<file path="src/rtl/vunzip_pkg.sv">
package vunzip_pkg;

  typedef enum logic [1:0] {
    SZ_B8   = 2'b00,
    SZ_B16  = 2'b01,
    SZ_B32  = 2'b10,
    SZ_RSVD = 2'b11
  } lane_sz_e;

  localparam int NUM_SZ   = 3;
  localparam int BASE_LW  = 8;

  typedef struct packed {
    logic     alias_err;
    logic     size_err;
    logic     kill;
    lane_sz_e sel;
  } unzip_ctrl_t;

  function automatic int lane_bits(input int code);
    return BASE_LW << code;
  endfunction

endpackage

</file>
<file path="src/rtl/vunzip_decode.sv">
module vunzip_decode
  import vunzip_pkg::*;
(
  input  logic [1:0]  sz_i,
  input  logic        alias_i,
  output unzip_ctrl_t ctrl_o
);
  always_comb begin
    ctrl_o.sel       = lane_sz_e'(sz_i);
    ctrl_o.size_err  = (lane_sz_e'(sz_i) == SZ_RSVD);
    ctrl_o.alias_err = alias_i;
    ctrl_o.kill      = ctrl_o.size_err | alias_i;
  end
endmodule

</file>
<file path="src/rtl/vunzip_slice.sv">
module vunzip_slice #(
  parameter int DATA_W = 128,
  parameter int LANE_W = 8
) (
  input  logic [2*DATA_W-1:0] cat_i,
  output logic [DATA_W-1:0]   even_o,
  output logic [DATA_W-1:0]   odd_o
);
  localparam int NLANE = DATA_W / LANE_W;

  for (genvar e = 0; e < NLANE; e++) begin : g_lane
    assign even_o[e*LANE_W +: LANE_W] = cat_i[(2*e)*LANE_W +: LANE_W];
    assign odd_o[e*LANE_W +: LANE_W]  = cat_i[(2*e+1)*LANE_W +: LANE_W];
  end
endmodule

</file>
<file path="src/rtl/vunzip_unit.sv">
module vunzip_unit
  import vunzip_pkg::*;
#(
  parameter int DATA_W = 128
) (
  input  logic              clk,
  input  logic              rst_n,
  input  logic              in_valid,
  input  logic [DATA_W-1:0] src_lo,
  input  logic [DATA_W-1:0] src_hi,
  input  logic [1:0]        lane_sz,
  input  logic              quad_mode,
  input  logic              same_reg,
  output logic              out_valid,
  output logic [DATA_W-1:0] res_even,
  output logic [DATA_W-1:0] res_odd,
  output logic              same_reg_err,
  output logic              illegal_size
);
  localparam int HALF_W = DATA_W / 2;
  localparam int CAT_W  = 2 * DATA_W;

  // working value: in 64-bit mode the upper inputs are dropped and the
  // top half is zero, so upper result lanes fall out as zero.
  function automatic logic [CAT_W-1:0] form_pair(
    input logic [DATA_W-1:0] lo,
    input logic [DATA_W-1:0] hi,
    input logic              quad
  );
    if (quad) return {hi, lo};
    return {{DATA_W{1'b0}}, hi[HALF_W-1:0], lo[HALF_W-1:0]};
  endfunction

  unzip_ctrl_t        ctrl_w;
  logic [CAT_W-1:0]   cat_w;
  logic [DATA_W-1:0]  ev_arr [NUM_SZ];
  logic [DATA_W-1:0]  od_arr [NUM_SZ];
  logic [DATA_W-1:0]  ev_sel_w, od_sel_w;
  logic               accept_w;
  logic               kill_w;

  vunzip_decode u_dec (
    .sz_i    (lane_sz),
    .alias_i (same_reg),
    .ctrl_o  (ctrl_w)
  );

  assign cat_w    = form_pair(src_lo, src_hi, quad_mode);
  assign accept_w = in_valid;
  assign kill_w   = ctrl_w.kill;

  for (genvar k = 0; k < NUM_SZ; k++) begin : g_sz
    vunzip_slice #(
      .DATA_W (DATA_W),
      .LANE_W (lane_bits(k))
    ) u_slice (
      .cat_i  (cat_w),
      .even_o (ev_arr[k]),
      .odd_o  (od_arr[k])
    );
  end

  always_comb begin
    ev_sel_w = '0;
    od_sel_w = '0;
    if (!kill_w) begin
      case (ctrl_w.sel)
        SZ_B8:   begin ev_sel_w = ev_arr[0]; od_sel_w = od_arr[0]; end
        SZ_B16:  begin ev_sel_w = ev_arr[1]; od_sel_w = od_arr[1]; end
        SZ_B32:  begin ev_sel_w = ev_arr[2]; od_sel_w = od_arr[2]; end
        default: begin ev_sel_w = '0;        od_sel_w = '0;        end
      endcase
    end
  end

  always_ff @(posedge clk or negedge rst_n) begin
    if (!rst_n) out_valid <= 1'b0;
    else        out_valid <= accept_w;
  end

  always_ff @(posedge clk or negedge rst_n) begin
    if (!rst_n) begin
      res_even     <= '0;
      res_odd      <= '0;
      same_reg_err <= 1'b0;
      illegal_size <= 1'b0;
    end else if (accept_w) begin
      res_even     <= ev_sel_w;
      res_odd      <= od_sel_w;
      same_reg_err <= ctrl_w.alias_err;
      illegal_size <= ctrl_w.size_err;
    end
  end
endmodule

</file>
<file path="config.mk">
export PLATFORM = sky130hd
export DESIGN_NAME = vunzip_unit
export DESIGN_NICKNAME = d
export VERILOG_FILES = /design/src/rtl/vunzip_pkg.sv /design/src/rtl/vunzip_decode.sv /design/src/rtl/vunzip_slice.sv /design/src/rtl/vunzip_unit.sv
export SDC_FILE = /design/constraint.sdc
export NUM_CORES = 1
export LEC_CHECK = 0
export ABC_CLOCK_PERIOD_IN_PS = 800
export BUFFER_PORTS_ARGS = -buffer_cell sky130_fd_sc_hd__buf_2
export CORE_AREA = 2 2 203 205
export CTS_BUF_LIST = sky130_fd_sc_hd__clkbuf_16
export CTS_CLUSTER_SIZE = 12
export DETAILED_ROUTE_END_ITERATION = 7
export DIE_AREA = 0 0 205 207
export PLACE_DENSITY = 0.63
export RECOVER_POWER = 100
export SLEW_MARGIN = 15
export SYNTH_ARGS = -nofsm -noshare
export SYNTH_HDL_FRONTEND = slang
export SYNTH_SLANG_ARGS = --single-unit
export TNS_END_PERCENT = 1
</file>
<file path="constraint.sdc">
create_clock -name clk -period 0.8 [get_ports clk]
set_input_delay 0.16 -clock clk [delete_from_list [all_inputs] [get_ports clk]]
set_output_delay 0.16 -clock clk [all_outputs]
set_load 0.05 [all_outputs]
</file>
# After elaboration in Yosys (flattened, before gate mapping)
# Index checks and enable logic that the tools add are counted.
[word_totals] register_bits=259 inputBits=263 out_inout_bits=259 elab_cells=17
[classes] eq_ne=3 mux=7 n_bitwise=1 n_reduce_logical=1
[op_table] op="$pmux W128 S3" count=2
[op_table] op="$mux W256" count=2
[op_table] op="$mux W128" count=2
[op_table] op="$eq A2 B2 Y1 const B" count=2
[op_table] op="$eq A2 B1 Y1 const B" count=1
[op_table] op="$logic_not A2 Y1" count=1
[op_table] op="$mux W1" count=1
[op_table] op="$or A1 B1 Y1" count=1

# Depth between registers and ports, before layout
# Gate-level depths: netlist of the first run.
[depth] ltp_word=4 mapped_depth=8 ltp_nobuf=3

# Cells and area by module
# A second synthesis of the first run with hierarchy kept.
[hier_totals] cells_unflattened=2700 hier_area_um2=25368.1
[modules_own_cells] module="vunzip_unit" instances=1 cells_each=1927 area_per_inst_um2=19566.3 seq_area_each_um2=6481.2
[modules_own_cells] module="vunzip_slice" instances=3 cells_each=256 area_per_inst_um2=1921.8 seq_area_each_um2=0.0
[modules_own_cells] module="vunzip_decode" instances=1 cells_each=5 area_per_inst_um2=36.3 seq_area_each_um2=0.0

# Least setup slack after synthesis of the first run
# OpenSTA, ideal clock, no wires.
[synth_path] path_type="input to register" start="in in_valid" end="reg res_even[94]" setup_time_ns=0.121 arrival_ns=1.192 t_required_ns=0.679 path_slack_ns=-0.513 path_stages=8 n_path_buf=5 cell_sequence="buf_6 nor2b_4 buf_6 and3_4 buf_6 buf_6 buf_6 a22o_1"
[synth_rtl] element="from (decl)" line_no="vunzip_unit.sv:8" rtl="input logic in_valid,"
[synth_rtl] element="to (signal assigned)" line_no="vunzip_unit.sv:88" rtl="res_even <= ev_sel_w;"
[synth_rtl] element="to (decl)" line_no="vunzip_unit.sv:15" rtl="output logic [DATA_W-1:0] res_even,"

# Worst setup path in the final report of the first run
[layout_path] start="reg res_odd[37]" end="out res_odd[37]"
[layout_rtl] element="from (decl)" line_no="vunzip_unit.sv:16" rtl="output logic [DATA_W-1:0] res_odd,"
[layout_rtl] element="from (signal assigned)" line_no="vunzip_unit.sv:89" rtl="res_odd <= od_sel_w;"
# No word-level cell between the ends.

==> reports/summary.txt, run 1 <==
RR Startpoint: res_odd[37]
Port-buffer cells: 521
P per Cell Area: 1770 nW/µm²
YS warnings: 0
R2R setup slack: -80 ps
Root Driver: clkbuf_16
Total congestion overflow: 0
CTS tree: built
Total power: 39.0 mW
Max-cap viol count: 0
Placed Area: 18400 µm²
CP Launch Type: flip-flop
Setup TNS Final: -139000 ps
Commonest non-fill, non-tap cell in the layout: dfrtp_1
Core ar.: 40400 µm²
WP depth: 2
Setup Buffers After CTS: 0
Num ports: 522
Final worst slack: -631 ps
Crit-path leading delay family: flip-flops
Syn Inst Count: 1146
Status: finished, violations left
Sequential fraction of the synthesis area: 48.6%
RSZ-0062 raised after global routing: yes
Max Root-Sink Buffers: 3
HPWL after DPL: 38600 µm
Cell Count, Final, Fillers Out: 2421
Critical-path cell list: buf_6, buf_12
Final setup violation count: 392
Syn Area/Cell: 11.6 µm²
Hold_buf cts: 134
Critical Path End Type: output pin
Worst Tran Pin Value: 421 ps
Worst path max stage delay: 410 ps
WP data required: 640 ps
Cts bufs inserted: 31
Drt wl/cell: 23.3 µm
Max-slew violations: 0
#FFs+latches synth: 259
Hold WC Path Type: in2reg
Global-route wire length before repair: 85100 µm
Critical Path Source: res_odd[37]
DR vias: 13436
Starting Density: 33.0%
Worst reg-to-reg path cell count: 1
Setup crit end: res_odd[37]
Failing checks: negative hold slack, negative setup slack
Iteration count of the initial detailed-routing pass: 7
Vias per cell: 5.55
Syn nets: 1409
Chip Height: 207 µm
Area grow syn2layout: 65.6%
Largest net degree at the start of global routing: 58
Design Area, Final: 22100 µm²
Mapped Area: 13300 µm²
Remaining DRCs: 0
Clock-pin transition on the worst setup and hold timing paths: 60 ps
Die footprint: 42400 µm²
Width of the die: 205 µm
Antenna Violating Nets Remaining: 0
Most frequent cells in the layout: dfrtp_1, buf_2, buf_6
GRT Resource Usage Total: 25.6%
Crit Path Class: reg2out
Final Hold Viols: 9
Clk sinks: 259
Clk_lat worst skew: 570 ps
Initial antenna violation count: 4
Cell variety after synth: 36
Setup WS pre-CTS: -705 ps
Worst r2r dst: res_odd[37]
Starting DRT DRC Count: 808
Vias in the first global route: 14234
Static Leak: 10.5 nW
Slowest stage cell, crit path: dfrtp_1
Critical Path AT: 1270 ps
Fin util: 54.7%
Tmin final: 1430 ps
Final nets: 2123
Crit path max fanout: 2
Std-Cell Rows: 74
Clk_skew: 0 ps
Period Utilization, post-route: 179%
Maximum clock rate: 699 MHz
Placer Congestion: 0.910
H-tree depth: 1
CP bufs+invs: 2
Worst vdd ir: 1140 µV
Share of cells above drive strength 1: 43.8%
Final hold slack: -14.7 ps
Number of cells after detailed placement: 2225
Max-slew headroom: 71.9%
Total Wirelength: 56400 µm
-- kinds of logic after synthesis --
logic type             count (synthesis)  share of synthesized area, %
AO/OA/AOI/OAI                        449                          27.1
XOR/XNOR                               1                        0.0657
buffers and inverters                178                          6.21
flip-flops                           259                          48.6
AND/OR/NAND/NOR                       99                          5.31
multiplexers                         160                          12.7
-- worst min path at each step --
stage                   end  slack [ps]        from  cells past startpoint
3_5_place_dp   res_even[32]           5       rst_n                      1
6_report       res_even[12]         -10  src_lo[12]                      3
2_1_floorplan  illegal_size        -140       rst_n                      0
4_1_cts        res_even[12]         -40  src_lo[12]                      3
3_3_place_gp   res_even[32]           8       rst_n                      1
5_1_grt        res_even[12]         -20  src_lo[12]                      3
-- synthesized netlist by cell type --
master,instances,share of area (%)
nand3b_1,31,1.7
nor2b_1,26,1.2
buf_1,3,0.084
buf_4,14,0.79
xor2_1,1,0.066
and3_4,1,0.084
nand2b_1,1,0.047
buf_2,50,1.9
or2_2,1,0.047
mux2_2,77,6.5
and3b_1,16,1.1
nand3_1,1,0.037
inv_1,47,1.3
nor2b_4,1,0.10
nor3b_1,1,0.056
a221o_1,2,0.15
a21oi_1,17,0.64
a222oi_1,7,0.53
a22oi_1,67,3.8
o21ai_0,56,2.1
nor4bb_1,2,0.15
nor2_1,1,0.028
mux2i_1,83,6.2
a32o_1,24,1.8
o221ai_1,13,0.85
nand4_1,13,0.61
o22ai_1,2,0.094
o2bb2ai_1,138,9.1
and2_1,1,0.047
dfrtp_1,259,49
buf_6,6,0.51
clkbuf_1,58,1.6
a211o_1,24,1.6
nand2_1,3,0.084
a2bb2oi_1,2,0.13
a22o_1,97,6.4
-- final cells by class --
cell class,instances,area (µm²)
inverters,47,184
clock inverters,26,150
well taps,532,666
clock buffers,31,776
repair buffers,812,7630
multi-input cells,709,6180
flip-flops and latches,259,6490
diodes,5,12.5
fillers,3320,18300
-- sequential cells by signal (all words and copies together) (netlist names) --
signal,count
same_reg_err,1
res_odd,128
out_valid,1
res_even,128
illegal_size,1
-- routing by layer --
layer	wire (µm)	GRT usage, %
met2	27000	42.8
met3	5010	6.37
met1	21800	31.4
met4	2540	10.8
met5	0	0
-- where the power goes --
part / internal, mW / switching (mW)
Clock: 7.31 / 5.89
Combinational: 4.81 / 6.39
Sequential: 13.9 / 0.746
Total: 26.0 / 13.0
-- repair_timing --
action	in CTS	in global routing
gates resized for setup	440	50
endpoints found under the hold margin	440	3
endpoints found under the setup margin	300	374
pin swaps	3	16
Note: power is estimated with default switching activity, not from simulation.
==> inputs of run 2 (changes only) <==
CORE_AREA = default   (was 2 2 203 205)
CORE_MARGIN = 5   (was default)
CORE_UTILIZATION = 35   (was default)
DIE_AREA = default   (was 0 0 205 207)
PLACE_DENSITY = 0.66   (was 0.63)
RECOVER_POWER = default   (was 100)
==> run 2 against run 1 <==
- the run still ends with negative hold slack, negative setup slack left
- maximum frequency grew 4.2%
- routed wire length increased by 1.5%
- combinational power about the same
- utilization grew 3.6 points
- global-route usage increased by 0.33 points
- sequential share of layout area rose by 0.20 points
- first-iteration DRC count rose by 13%
- via count grew 0.45%
- setup slack gained 58 ps
- clock skew stayed put
- sequential power barely moved
- worst hold slack improved by 11 ps
==> reports/summary.txt, run 2 (synthesis results as in run 1) <==
Clk_skew: 0 ps (unchanged)
Iteration count of the initial detailed-routing pass: 5 (was 7)
Root Driver: clkbuf_16 (unchanged)
Std-Cell Rows: 71 (was 74)
HP Start: src_lo[10] (was src_lo[12])
CTS tree: built (unchanged)
Core ar.: 37700 µm² (was 40400 µm²)
Final Hold Viols: 3 (was 9)
RSZ-0062 raised after global routing: yes (unchanged)
Max-slew violations: 0 (unchanged)
Crit Path Class: reg2out (unchanged)
Slowest stage cell, crit path: dfrtp_2 (was dfrtp_1)
GRT Resource Usage Total: 26.0% (was 25.6%)
Placer Congestion: 0.954 (was 0.910)
Setup WS pre-CTS: -734 ps (was -705 ps)
Failing checks: negative hold slack, negative setup slack (unchanged)
Period Utilization, post-route: 172% (was 179%)
Max-slew headroom: 73.5% (was 71.9%)
Total power: 39.1 mW (was 39.0 mW)
Crit path max fanout: 2 (unchanged)
Clk sinks: 259 (unchanged)
Total Wirelength: 57200 µm (was 56400 µm)
Chip Height: 205 µm (was 207 µm)
Tmin final: 1370 ps (was 1430 ps)
Max-cap viol count: 0 (unchanged)
Static Leak: 10.5 nW (about the same)
Antenna Violating Nets Remaining: 0 (unchanged)
Hold_buf cts: 125 (was 134)
Worst r2r dst: res_odd[37] (unchanged)
Placed Area: 18100 µm² (was 18400 µm²)
Global-route wire length before repair: 86500 µm (was 85100 µm)
Cts bufs inserted: 30 (was 31)
WP data required: 640 ps (about the same)
Final worst slack: -573 ps (was -631 ps)
Die footprint: 42100 µm² (was 42400 µm²)
Critical Path AT: 1210 ps (was 1270 ps)
HPWL after DPL: 40000 µm (was 38600 µm)
Drt wl/cell: 23.8 µm (was 23.3 µm)
Worst path max stage delay: 460 ps (was 410 ps)
Area grow syn2layout: 64.6% (was 65.6%)
Largest net degree at the start of global routing: 62 (was 58)
Vias in the first global route: 14309 (was 14234)
Worst vdd ir: 1380 µV (was 1140 µV)
Clock-pin transition on the worst setup and hold timing paths: 60 ps (about the same)
Starting Density: 35.4% (was 33.0%)
Vias per cell: 5.62 (was 5.55)
Hold Path End: res_even[10] (was res_even[12])
WHS Path Cells: 3 (unchanged)
Max Root-Sink Buffers: 3 (unchanged)
Hold WC Path Type: in2reg (unchanged)
RR Startpoint: res_odd[37] (unchanged)
Critical Path End Type: output pin (unchanged)
CP bufs+invs: 1 (was 2)
Worst Tran Pin Value: 395 ps (was 421 ps)
Final nets: 2127 (was 2123)
R2R setup slack: -40 ps (was -80 ps)
CP Launch Type: flip-flop (unchanged)
Setup Buffers After CTS: 0 (unchanged)
Status: finished, violations left (unchanged)
Initial antenna violation count: 9 (was 4)
Final setup violation count: 278 (was 392)
DR vias: 13496 (was 13436)
Final hold slack: -3.96 ps (was -14.7 ps)
Crit-path leading delay family: flip-flops (unchanged)
Most frequent cells in the layout: buf_2, dfrtp_1, buf_6 (was dfrtp_1, buf_2, buf_6)
Worst reg-to-reg path cell count: 1 (unchanged)
Maximum clock rate: 729 MHz (was 699 MHz)
Fill count: 2938 (was 3320)
Commonest non-fill, non-tap cell in the layout: buf_2 (was dfrtp_1)
Biggest regs: res_even x128, res_odd x128 (unchanged)
Starting DRT DRC Count: 912 (was 808)
Share of cells above drive strength 1: 44.5% (was 43.8%)
Critical-path cell list: buf_12 (was buf_6, buf_12)
Width of the die: 205 µm (about the same)
P per Cell Area: 1780 nW/µm² (was 1770 nW/µm²)
Clk_lat worst skew: 580 ps (was 570 ps)
Port-buffer cells: 521 (unchanged)
Design Area, Final: 22000 µm² (was 22100 µm²)
Num ports: 522 (unchanged)
Total congestion overflow: 0 (unchanged)
H-tree depth: 1 (unchanged)
Remaining DRCs: 0 (unchanged)
## run 2: timing repair
item                                   in CTS  in global routing
setup endpoints to repair                 375                382
cloned                                      0                  0
pin swaps                                   4                  9
gates resized for setup                   482                 29
endpoints found under the hold margin     427                  2
## run 2: worst max-delay path by stage
stage,from,end,slack [ps],depth (start not counted)
after floorplan,in_valid,res_even[94],-480,8
after global placement,quad_mode,res_odd[32],-710,6
after detailed placement,quad_mode,res_odd[32],-730,6
after CTS,res_odd[32],res_odd[32],-610,1
after global routing,res_odd[32],res_odd[32],-610,1
final,res_odd[32],res_odd[32],-570,1
## run 2: metrics by stage
| stage | setup TNS [ps] | util (%) | instances | hold slack, ps |
|---|---|---|---|---|
| after floorplan | -104970 | - | 1146 | -136 |
| after global placement | -145500 | 48.2 | 2218 | 95.2 |
| after detailed placement | -151300 | 48.2 | 2218 | 95.9 |
| after CTS | -135040 | 58.0 | 2399 | -25.4 |
| after global routing | -139690 | 58.3 | 2402 | -0.531 |
| final | -129470 | 58.3 | 2402 | -3.96 |
## run 2: area by class of cell
type	instances	area (µm²)	area share (%)
repair buffers	817	7560	34.4
flip-flops and latches	259	6490	29.6
multi-input cells	709	6140	28.0
clock buffers	30	751	3.42
well taps	511	639	2.91
inverters	47	184	0.838
clock inverters	26	183	0.832
diodes	3	7.51	0.0342
## run 2: per-layer routing
| metal | share of wire [%] | up-vias | track usage, % |
|---|---|---|---|
| li1 | - | 5909 | - |
| met1 | 39 | 6743 | 32.0 |
| met2 | 48 | 680 | 43.0 |
| met3 | 9.1 | 154 | 7.53 |
| met4 | 4.3 | 10 | 10.5 |
| met5 | 0.12 | - | 0 |
## run 2: where the power goes
group          internal, mW  total (mW)  switching, mW
clock network          7.44        13.3           5.82
registers              13.9        14.6          0.745
logic                  4.77        11.2           6.39
